==> config.mk <==
export PLATFORM = sky130hd
export DESIGN_NAME = xc_tlb
export DESIGN_NICKNAME = d
export VERILOG_FILES = /design/src/rtl/xc_pkg.sv /design/src/rtl/xc_victim.sv /design/src/rtl/xc_entry.sv /design/src/rtl/xc_tlb.sv
export SDC_FILE = /design/constraint.sdc
export NUM_CORES = 1
export LEC_CHECK = 0
export ABC_AREA = 1
export BUFFER_PORTS_ARGS = -buffer_cell sky130_fd_sc_hd__buf_2
export CAP_MARGIN = 20
export CELL_PAD_IN_SITES_DETAIL_PLACEMENT = 1
export CELL_PAD_IN_SITES_GLOBAL_PLACEMENT = 1
export CORE_AREA = 3 3 293 295
export DETAILED_ROUTE_END_ITERATION = 8
export DIE_AREA = 0 0 296 298
export GPL_TIMING_DRIVEN = 0
export MAX_ROUTING_LAYER = met4
export PLACE_DENSITY = 0.63
export SETUP_SLACK_MARGIN = 0.3
export SYNTH_ARGS = -nofsm -noshare
export SYNTH_HDL_FRONTEND = slang
export SYNTH_HIERARCHICAL = 1
export SYNTH_SLANG_ARGS = --single-unit
==> constraint.sdc <==
create_clock -name clk -period 4.6 [get_ports clk]
set_input_delay 0.23 -clock clk [delete_from_list [all_inputs] [get_ports clk]]
set_output_delay 0.23 -clock clk [all_outputs]
set_load 0.03 [all_outputs]
==> src/rtl/xc_pkg.sv <==
`timescale 1ns/1ps
package xc_pkg;
  typedef enum logic [1:0] {
    INV_ALL       = 2'b00,
    INV_ADDR      = 2'b01,
    INV_NONGLOBAL = 2'b10,
    INV_NOP       = 2'b11
  } inv_op_e;
endpackage

==> src/rtl/xc_victim.sv <==
`timescale 1ns/1ps
module xc_victim #(
  parameter int N = 8,
  localparam int IDX_W = (N > 1) ? $clog2(N) : 1
) (
  input  logic             clk,
  input  logic             rst_n,
  input  logic [N-1:0]     valid_i,
  input  logic             fire_i,
  output logic [IDX_W-1:0] slot_o
);
  localparam logic [IDX_W-1:0] LAST = IDX_W'(N - 1);

  logic [IDX_W-1:0] rr_q;
  logic [IDX_W-1:0] free_idx;
  logic             any_free;

  // lowest-numbered free entry
  always_comb begin
    free_idx = '0;
    any_free = 1'b0;
    for (int i = N - 1; i >= 0; i--) begin
      if (!valid_i[i]) begin
        free_idx = IDX_W'(i);
        any_free = 1'b1;
      end
    end
  end

  assign slot_o = any_free ? free_idx : rr_q;

  always_ff @(posedge clk) begin
    if (!rst_n) begin
      rr_q <= '0;
    end else if (fire_i && !any_free) begin
      rr_q <= (rr_q == LAST) ? '0 : rr_q + 1'b1;
    end
  end

  // a free slot is always preferred over the pointer
  assert_free_first_R3: assert property (@(posedge clk) disable iff (!rst_n)
    fire_i && !(&valid_i) |-> !valid_i[slot_o]);
endmodule

==> src/rtl/xc_entry.sv <==
`timescale 1ns/1ps
module xc_entry
  import xc_pkg::*;
#(
  parameter int VPN_W  = 20,
  parameter int PFN_W  = 20,
  parameter int ASID_W = 8,
  parameter int PERM_W = 3
) (
  input  logic              clk,
  input  logic              rst_n,
  input  logic              wr_en,
  input  logic [VPN_W-1:0]  wr_vpn,
  input  logic [ASID_W-1:0] wr_asid,
  input  logic              wr_glob,
  input  logic [PFN_W-1:0]  wr_pfn,
  input  logic [PERM_W-1:0] wr_perm,
  input  logic              drop,
  input  logic              inv_req,
  input  inv_op_e           inv_op,
  input  logic [VPN_W-1:0]  inv_vpn,
  input  logic [ASID_W-1:0] inv_asid,
  input  logic [VPN_W-1:0]  lk_vpn,
  input  logic [ASID_W-1:0] lk_asid,
  output logic              valid_o,
  output logic [PFN_W-1:0]  pfn_o,
  output logic [PERM_W-1:0] perm_o,
  output logic              match_o
);
  logic              valid_q, glob_q;
  logic [VPN_W-1:0]  vpn_q;
  logic [ASID_W-1:0] asid_q;
  logic [PFN_W-1:0]  pfn_q;
  logic [PERM_W-1:0] perm_q;

  logic              n_valid, n_glob, kill;
  logic [VPN_W-1:0]  n_vpn;
  logic [ASID_W-1:0] n_asid;
  logic [PFN_W-1:0]  n_pfn;
  logic [PERM_W-1:0] n_perm;

  assign match_o = valid_q && (vpn_q == lk_vpn) && (glob_q || (asid_q == lk_asid));
  assign valid_o = valid_q;
  assign pfn_o   = pfn_q;
  assign perm_o  = perm_q;

  // stage 1: fault drop on old contents, refill overrides it
  always_comb begin
    n_valid = valid_q && !drop;
    n_vpn   = vpn_q;
    n_asid  = asid_q;
    n_glob  = glob_q;
    n_pfn   = pfn_q;
    n_perm  = perm_q;
    if (wr_en) begin
      n_valid = 1'b1;
      n_vpn   = wr_vpn;
      n_asid  = wr_asid;
      n_glob  = wr_glob;
      n_pfn   = wr_pfn;
      n_perm  = wr_perm;
    end
  end

  // stage 2: invalidate scope judged on the post-refill contents
  always_comb begin
    kill = 1'b0;
    if (inv_req) begin
      unique case (inv_op)
        INV_ALL:       kill = 1'b1;
        INV_ADDR:      kill = (n_vpn == inv_vpn) && (n_glob || (n_asid == inv_asid));
        INV_NONGLOBAL: kill = !n_glob;
        default:       kill = 1'b0;
      endcase
    end
  end

  always_ff @(posedge clk) begin
    if (!rst_n) begin
      valid_q <= 1'b0;
      vpn_q   <= '0;
      asid_q  <= '0;
      glob_q  <= 1'b0;
      pfn_q   <= '0;
      perm_q  <= '0;
    end else begin
      valid_q <= n_valid && !kill;
      vpn_q   <= n_vpn;
      asid_q  <= n_asid;
      glob_q  <= n_glob;
      pfn_q   <= n_pfn;
      perm_q  <= n_perm;
    end
  end

  assert_inv_all_R5: assert property (@(posedge clk) disable iff (!rst_n)
    inv_req && inv_op == INV_ALL |=> !valid_q);

  assert_inv_addr_R6: assert property (@(posedge clk) disable iff (!rst_n)
    inv_req && inv_op == INV_ADDR && !wr_en && valid_q && vpn_q == inv_vpn &&
    !glob_q && asid_q == inv_asid |=> !valid_q);

  assert_ng_clear_R7: assert property (@(posedge clk) disable iff (!rst_n)
    inv_req && inv_op == INV_NONGLOBAL && !wr_en && !glob_q |=> !valid_q);

  assert_ng_keep_R7: assert property (@(posedge clk) disable iff (!rst_n)
    inv_req && inv_op == INV_NONGLOBAL && !wr_en && !drop && glob_q && valid_q |=> valid_q);

  assert_drop_R10: assert property (@(posedge clk) disable iff (!rst_n)
    drop && !wr_en |=> !valid_q);

  assert_hold_R12: assert property (@(posedge clk) disable iff (!rst_n)
    !wr_en && !drop && !inv_req |=> $stable(valid_q) && $stable(vpn_q) &&
    $stable(pfn_q) && $stable(perm_q));
endmodule

==> src/rtl/xc_tlb.sv <==
`timescale 1ns/1ps
module xc_tlb
  import xc_pkg::*;
#(
  parameter int ENTRIES = 8,
  parameter int VPN_W   = 20,
  parameter int PFN_W   = 20,
  parameter int ASID_W  = 8,
  parameter int PERM_W  = 3
) (
  input  logic              clk,
  input  logic              rst_n,
  input  logic              lk_valid,
  input  logic [VPN_W-1:0]  lk_vpn,
  input  logic [ASID_W-1:0] lk_asid,
  input  logic [PERM_W-1:0] lk_acc,
  output logic              lk_hit,
  output logic              lk_fault,
  output logic [PFN_W-1:0]  lk_pfn,
  output logic [PERM_W-1:0] lk_perm,
  input  logic              fill_valid,
  output logic              fill_ready,
  input  logic [VPN_W-1:0]  fill_vpn,
  input  logic [ASID_W-1:0] fill_asid,
  input  logic              fill_glob,
  input  logic [PFN_W-1:0]  fill_pfn,
  input  logic [PERM_W-1:0] fill_perm,
  input  logic              inv_req,
  input  logic [1:0]        inv_op,
  input  logic [VPN_W-1:0]  inv_vpn,
  input  logic [ASID_W-1:0] inv_asid,
  output logic              inv_ack
);
  localparam int IDX_W = (ENTRIES > 1) ? $clog2(ENTRIES) : 1;

  logic [ENTRIES-1:0] valid_vec, match_vec;
  logic [PFN_W-1:0]   pfn_a  [ENTRIES];
  logic [PERM_W-1:0]  perm_a [ENTRIES];
  logic [IDX_W-1:0]   slot;
  logic [PFN_W-1:0]   sel_pfn;
  logic [PERM_W-1:0]  sel_perm;
  logic               any_match, perm_ok, fill_fire;
  inv_op_e            op;

  assign op         = inv_op_e'(inv_op);
  assign fill_ready = 1'b1;
  assign fill_fire  = fill_valid && fill_ready;

  xc_victim #(.N(ENTRIES)) u_victim (
    .clk(clk), .rst_n(rst_n), .valid_i(valid_vec), .fire_i(fill_fire), .slot_o(slot)
  );

  for (genvar g = 0; g < ENTRIES; g++) begin : g_ent
    xc_entry #(.VPN_W(VPN_W), .PFN_W(PFN_W), .ASID_W(ASID_W), .PERM_W(PERM_W)) u_ent (
      .clk(clk), .rst_n(rst_n),
      .wr_en(fill_fire && slot == IDX_W'(g)),
      .wr_vpn(fill_vpn), .wr_asid(fill_asid), .wr_glob(fill_glob),
      .wr_pfn(fill_pfn), .wr_perm(fill_perm),
      .drop(lk_fault && match_vec[g]),
      .inv_req(inv_req), .inv_op(op), .inv_vpn(inv_vpn), .inv_asid(inv_asid),
      .lk_vpn(lk_vpn), .lk_asid(lk_asid),
      .valid_o(valid_vec[g]), .pfn_o(pfn_a[g]), .perm_o(perm_a[g]), .match_o(match_vec[g])
    );
  end

  always_comb begin
    sel_pfn  = '0;
    sel_perm = '0;
    for (int i = 0; i < ENTRIES; i++) begin
      if (match_vec[i]) begin
        sel_pfn  = sel_pfn | pfn_a[i];
        sel_perm = sel_perm | perm_a[i];
      end
    end
  end

  assign any_match = |match_vec;
  assign perm_ok   = (sel_perm & lk_acc) == lk_acc;
  assign lk_hit    = lk_valid && any_match && perm_ok;
  assign lk_fault  = lk_valid && any_match && !perm_ok;
  assign lk_pfn    = sel_pfn;
  assign lk_perm   = sel_perm;

  always_ff @(posedge clk) begin
    if (!rst_n) inv_ack <= 1'b0;
    else        inv_ack <= inv_req;
  end

  always_comb begin
    if (rst_n) assert_hit_fault_excl_R10: assert (!(lk_hit && lk_fault));
  end

  assert_fill_lands_R3: assert property (@(posedge clk) disable iff (!rst_n)
    fill_fire && !inv_req |=> valid_vec[$past(slot)]);

  assert_fill_inv_all_R11: assert property (@(posedge clk) disable iff (!rst_n)
    fill_fire && inv_req && op == INV_ALL |=> $countones(valid_vec) == 0);

  assert_reset_empty_R1: assert property (@(posedge clk)
    !rst_n |=> valid_vec == '0 && !inv_ack);
endmodule

; After elaboration in Yosys (flattened, before gate mapping)
; Cells that the tools add are included.
[word_totals]
out_inout_bits = 27
reg_bits = 428
elab_cells = 296
inputBits = 118
[classes]
eq_ne = 43
reduce_logical = 105
muxes = 82
add_sub_neg = 1
bitwise_logic = 15
[ops]
columns = operator, n
row1 = 20-bit equality test, 16
row2 = 20-bit 2-to-1 mux, 16
row3 = 20-bit bitwise OR, 7
row4 = 8-bit equality test, 16
row5 = 8-bit 2-to-1 mux, 8
row6 = 1-bit logical AND, 60
row7 = 3-bit 2-to-1 mux, 18
row8 = 1-bit 2-to-1 mux, 32
row9 = 1-bit logical NOT, 26
row10 = 1-bit case mux with 3 select lines, 8
row11 = 3-bit bitwise OR, 7
row12 = 1-bit logical OR, 16
row13 = "3-bit equality test, second input constant", 5
row14 = 8-bit OR reduction, 1
row15 = "3-bit by 2-bit equality test with 1-bit output, second input constant", 2
row16 = "3-bit by 1-bit adder with 3-bit output, second input constant", 1
row17 = 3-bit bitwise AND, 1
row18 = "3-bit by 1-bit equality test with 1-bit output, second input constant", 1
row19 = 3-bit equality test, 1
row20 = 3-bit logical NOT, 1
row21 = "2-bit by 1-bit equality test with 1-bit output, second input constant", 1
row22 = "2-bit equality test, second input constant", 1
row23 = 2-bit logical NOT, 1

; Depth between registers and ports, before layout
[depth]
word_depth = 27
depth_mapped = 26
ltp_nobuf = 25

; Cells and area by module
; Netlist, hierarchy kept.
[by_module_without_submodules]
columns = mod, instances, area_per_inst_um2, seq_area_each_um2, cells_each
row1 = xc_entry, 8, 2921.6, 1061.0, 456
row2 = xc_tlb, 1, 1371.3, 20.0, 291
row3 = xc_victim, 1, 250.2, 60.1, 43

; Worst setup path after synthesis
; Ideal clock, no wire load.
[synth_timing]
path_kind = register to output
from = reg g_ent[7].u_ent.vpn_q[1]
to = out lk_hit
n_path_buf = 0
stages_incl_launch_ff = 13
slack_ns = 2.467
arrival_time_ns = 1.903
t_required_ns = 4.370
cell_sequence = dfxtp_1 > xor2_1 > a221oi_1 > nand2_1 > nor2_1 > nand3_1 > nor2_1 > nand2_1 > nand2_1 > nor2_1 > nand3_1 > nand3_2 > nor2_1
[synth_between]
elab_chain_len = 7
word_cells_on_any_way = 9
classes_between = eq/ne (2) / mux (1) / bitwise (1) / reduce/logical (5)
[synth_lines]
columns = element, line_no
row1 = start: declaration, xc_entry.sv:31  ; logic [VPN_W-1:0] vpn_q;
row2 = start signal: assignment, xc_entry.sv:88  ; vpn_q <= n_vpn;
row3 = 20-bit equality test *, xc_entry.sv:42  ; assign match_o = valid_q && (vpn_q == lk_vpn) && (glob_q || (asid_q == lk_asid));
row4 = 1-bit logical AND * (2 in a row), xc_entry.sv:42
row5 = via match_vec[7], xc_tlb.sv:36  ; logic [ENTRIES-1:0] valid_vec, match_vec;
row6 = 3-bit 2-to-1 mux, xc_tlb.sv:70  ; if (match_vec[i]) begin
row7 = 3-bit bitwise AND, xc_tlb.sv:78  ; assign perm_ok = (sel_perm & lk_acc) == lk_acc;
row8 = 3-bit equality test, xc_tlb.sv:78
row9 = 1-bit logical AND *, xc_tlb.sv:79  ; assign lk_hit = lk_valid && any_match && perm_ok;
row10 = end: declaration, xc_tlb.sv:17  ; output logic lk_hit,
; Mark *: on every way through the listed nets, which the timed path passes. The rest lies on a longest branch.

; Worst setup path after layout
[layout_timing]
from = reg g_ent[1].u_ent.vpn_q[17]
to = out lk_hit
[layout_between]
elab_chain_len = 19
word_cells_on_any_way = 21
classes_between = eq/ne (2) / mux (7) / bitwise (7) / reduce/logical (5)
[layout_lines]
columns = element, line_no
row1 = start: declaration, xc_entry.sv:31
row2 = start signal: assignment, xc_entry.sv:88
row3 = 20-bit equality test *, xc_entry.sv:42
row4 = 1-bit logical AND * (2 in a row), xc_entry.sv:42
row5 = via match_vec[1], xc_tlb.sv:36
row6 = 3-bit 2-to-1 mux, xc_tlb.sv:70
row7 = 3-bit bitwise OR, xc_tlb.sv:72  ; sel_perm = sel_perm | perm_a[i];
row8 = 3-bit 2-to-1 mux, xc_tlb.sv:70
row9 = 3-bit bitwise OR, xc_tlb.sv:72
row10 = 3-bit 2-to-1 mux, xc_tlb.sv:70
row11 = [3 not listed], --
row12 = 3-bit 2-to-1 mux, xc_tlb.sv:70
row13 = 3-bit bitwise OR, xc_tlb.sv:72
row14 = 3-bit 2-to-1 mux, xc_tlb.sv:70
row15 = 3-bit bitwise OR, xc_tlb.sv:72
row16 = 3-bit 2-to-1 mux, xc_tlb.sv:70
row17 = 3-bit bitwise AND, xc_tlb.sv:78
row18 = 3-bit equality test, xc_tlb.sv:78
row19 = 1-bit logical AND *, xc_tlb.sv:79
; Marked as above.

==> results.cfg <==
[status]
outcome = complete, no violations

[cells_and_area]
synthToLayoutAreaGrowth_pct = 16.91
fin_cells = 5342
drive_gt1_share_pct = 8.079
nets = 4337
final_cell_area_um2 = 29220
fin_util_pct = 35.03
fillers = 10790

[clock_tree]
clock_latency_ps = 640
cts_num_sinks = 428
cts_tree = built
htreeDepth = 2
cts-root-buf = clkbuf_16
cts_buffer_depth = 3
path_clk_slew_ps = 60
numCtsBuffers = 54
cts_setup_buffers = 0

[detailed_routing]
drt-met1-wl_mm = 50.83
drc_errors = 0
drtPass1Iterations = 5
drt_iter0_markers = 1577
wire_per_inst_um = 19.79
dr_total_vias = 26410
routed-wl-met2_mm = 47.91
drt-total-wl_mm = 105.7
route.met3.wl_mm = 4.045
antenna_left = 0
dr.max_layer_used = met4
vias_per_cell = 4.944

[floorplanning]
dieArea_um2 = 88210
die_w_um = 296
io_pins = 145
die_y_um = 298
core_um2 = 83420
initial_utilization_pct = 29.96
num_rows = 106

[hold_path]
whs_path_depth = 3
hp-start = fill_vpn[7]
hp-class = in -> reg
min_to = g_ent[5].u_ent/vpn_q[7]$_SDFF_PN0_

[timing]
worst_slew_pin_slew_ps = 806.0
min_period_ps = 4249
max_freq_mhz = 235.3
finalClockSkew_ps = 45.30
layout_setup_ws_ps = 350.6
hold_viol = 0
setup_violations = 0
drv_slew = 0
final.setup.tns_ps = 0
grt_setup_unrepaired = true
fin_hold_ws_ps = 33.88
slew_headroom_pct = 46.26
period_share_pct = 92.38

[critical_path]
required_ps = 4370
r2r_setup_slack_ps = 1090
r2r-start = g_ent[1].u_ent/vpn_q[17]$_SDFF_PN0_
endpoint_kind = output pin
r2r_end = g_ent[5].u_ent/valid_o$_SDFF_PN0_
cp_data_arrival_time_ps = 4020
cp_max_fo = 6
startpoint_type = register
path_class = reg -> out
worst_r2r_path_depth = 15

[global_routing]
grt_pass1_vias = 25880
antenna_found_initial = 3
grt_use_total_pct = 24.31
grt_pass1_wl_mm = 159.6
gr-total-overflow = 0
grt_max_degree = 42

[power_and_ir_drop]
powerDensity_nw_per_um2 = 313.1
cellLeakagePower_nw = 14.26
total_power_mw = 9.149
ir_worst_vdd_v = 0.0002845

[yosys]
netlist_area_um2 = 24990
synth_area_leaders = dfxtp_1 (34%), nand2_1 (21%), nor2_1 (8.8%)
yosysWarnings = 6
synth_cells = 3982
synthFlopType = dfxtp_1
syn-num-nets = 4102
synth-seq-area-share_pct = 34.28
synth_top_area_share_pct = 34.28
yosysTopAreaCell = dfxtp_1
synth_seq_cells = 428
async_reset_ff_share_pct = 0
synth_cell_types = 37
synth_edf_count = 0
synth_area_per_cell_um2 = 6.277
synth.most_common_cell = nand2_1
synth_commonest_cells = nand2_1 (1379), nor2_1 (583), dfxtp_1 (428)

[place]
placed_area_um2 = 27080
gp_congestion = 0.8803
port-buffer-count = 143
post-dp-hpwl_mm = 82.04
dp_cells = 5206
place_ws_ps = 749.7

[run]
maxCapViolCount = 0
## layer usage
layer,track usage [%],vias to the layer above
li1,-,13210
met1,32.99,12640
met2,38.64,425
met3,2.445,138
met4,6.329,0
met5,-,-
## what timing repair did
action	in CTS	in global routing
endpoints found under the setup margin	1	4
hold endpoints to repair	240	0
gates resized for setup	2	3
hold buffers	35	0
pin swaps	0	0
## cells by family (layout without fill, tap and decap cells)
kind of cell             Yosys count  after routing  synth area share [%]
multiplexers                       8              8                0.3204
AND/OR/NAND/NOR                 2255           2255                 36.67
flip-flops                       428            428                 34.28
AO/OA/AOI/OAI                    605            605                 14.04
XOR/XNOR                         144            144                 5.046
other                              1              5               0.01500
adder cells (fa/ha/maj)            2              2                0.1001
buffers and inverters            539            815                 9.531
## cells in the final DEF (no fill, tap or decap), drive strengths merged, types with 2 or more instances in the layout
cell,instances
a211oi,8
a21boi,9
a21oi,170
a221oi,53
a22o,10
buf,237
bufinv,2
clkbuf,145
clkinv,13
clkinvlp,4
dfxtp,428
diode,4
dlygate4sd3,35
ha,2
inv,379
mux2i,8
nand2,1380
nand3,135
nand3b,96
nand4,18
nor2,593
nor4,24
o2111ai,8
o211ai,48
o21ai,266
o21bai,8
o22ai,24
or2,8
xnor2,40
xor2,104
## final cells by class
class | instances | area [um^2] | area share (%)
multi-input combinational | 3015 | 14050 | 48.09
tap | 1080 | 1351 | 4.625
inverter | 378 | 1439 | 4.924
sequential | 428 | 8568 | 29.32
timing repair buffer | 179 | 1086 | 3.717
buffer | 161 | 944.7 | 3.233
clock inverter | 20 | 200.2 | 0.6851
antenna | 4 | 10.01 | 0.03426
clock buffer | 77 | 1569 | 5.370
## sequential cells by signal (all words and copies together) (netlist names)
name / count
g_ent.u_ent/asid_q: 64
g_ent.u_ent/glob_q: 8
g_ent.u_ent/perm_o: 24
g_ent.u_ent/pfn_o: 160
g_ent.u_ent/valid_o: 8
g_ent.u_ent/vpn_q: 160
inv_ack: 1
u_victim/rr_q: 3
## worst max-delay path by stage
stage / start / end / slack (ps) / cells past startpoint
2_1_floorplan: g_ent[7].u_ent/vpn_q[1]$_SDFF_PN0_ / lk_hit / 2470 / 12
3_3_place_gp: lk_vpn[7] / lk_hit / 710 / 13
3_5_place_dp: lk_vpn[7] / lk_hit / 750 / 13
4_1_cts: g_ent[4].u_ent/vpn_q[17]$_SDFF_PN0_ / lk_hit / 350 / 12
5_1_grt: g_ent[4].u_ent/vpn_q[17]$_SDFF_PN0_ / lk_hit / 290 / 12
6_report: g_ent[1].u_ent/vpn_q[17]$_SDFF_PN0_ / lk_hit / 350 / 12
## power by group
| group | internal (mW) | switching (mW) |
|---|---|---|
| registers | 3.78 | 0.0437 |
| clock network | 2.48 | 1.82 |
| logic | 0.320 | 0.705 |
| total | 6.58 | 2.57 |
## worst max-delay path, cell delays in order, from the launching register on
cell and delay (ps):
dfxtp_1 390, xnor2_1 140, nand4_1 100, nor4_1 600, nand3_1 370, nor2_2 540, nand2_1 100, nand2_1 150
nor2_1 80, nand3_1 100, nand3_2 170, nor2_1 360, buf_2 280
No activity file was read; power rests on OpenSTA's default activity.
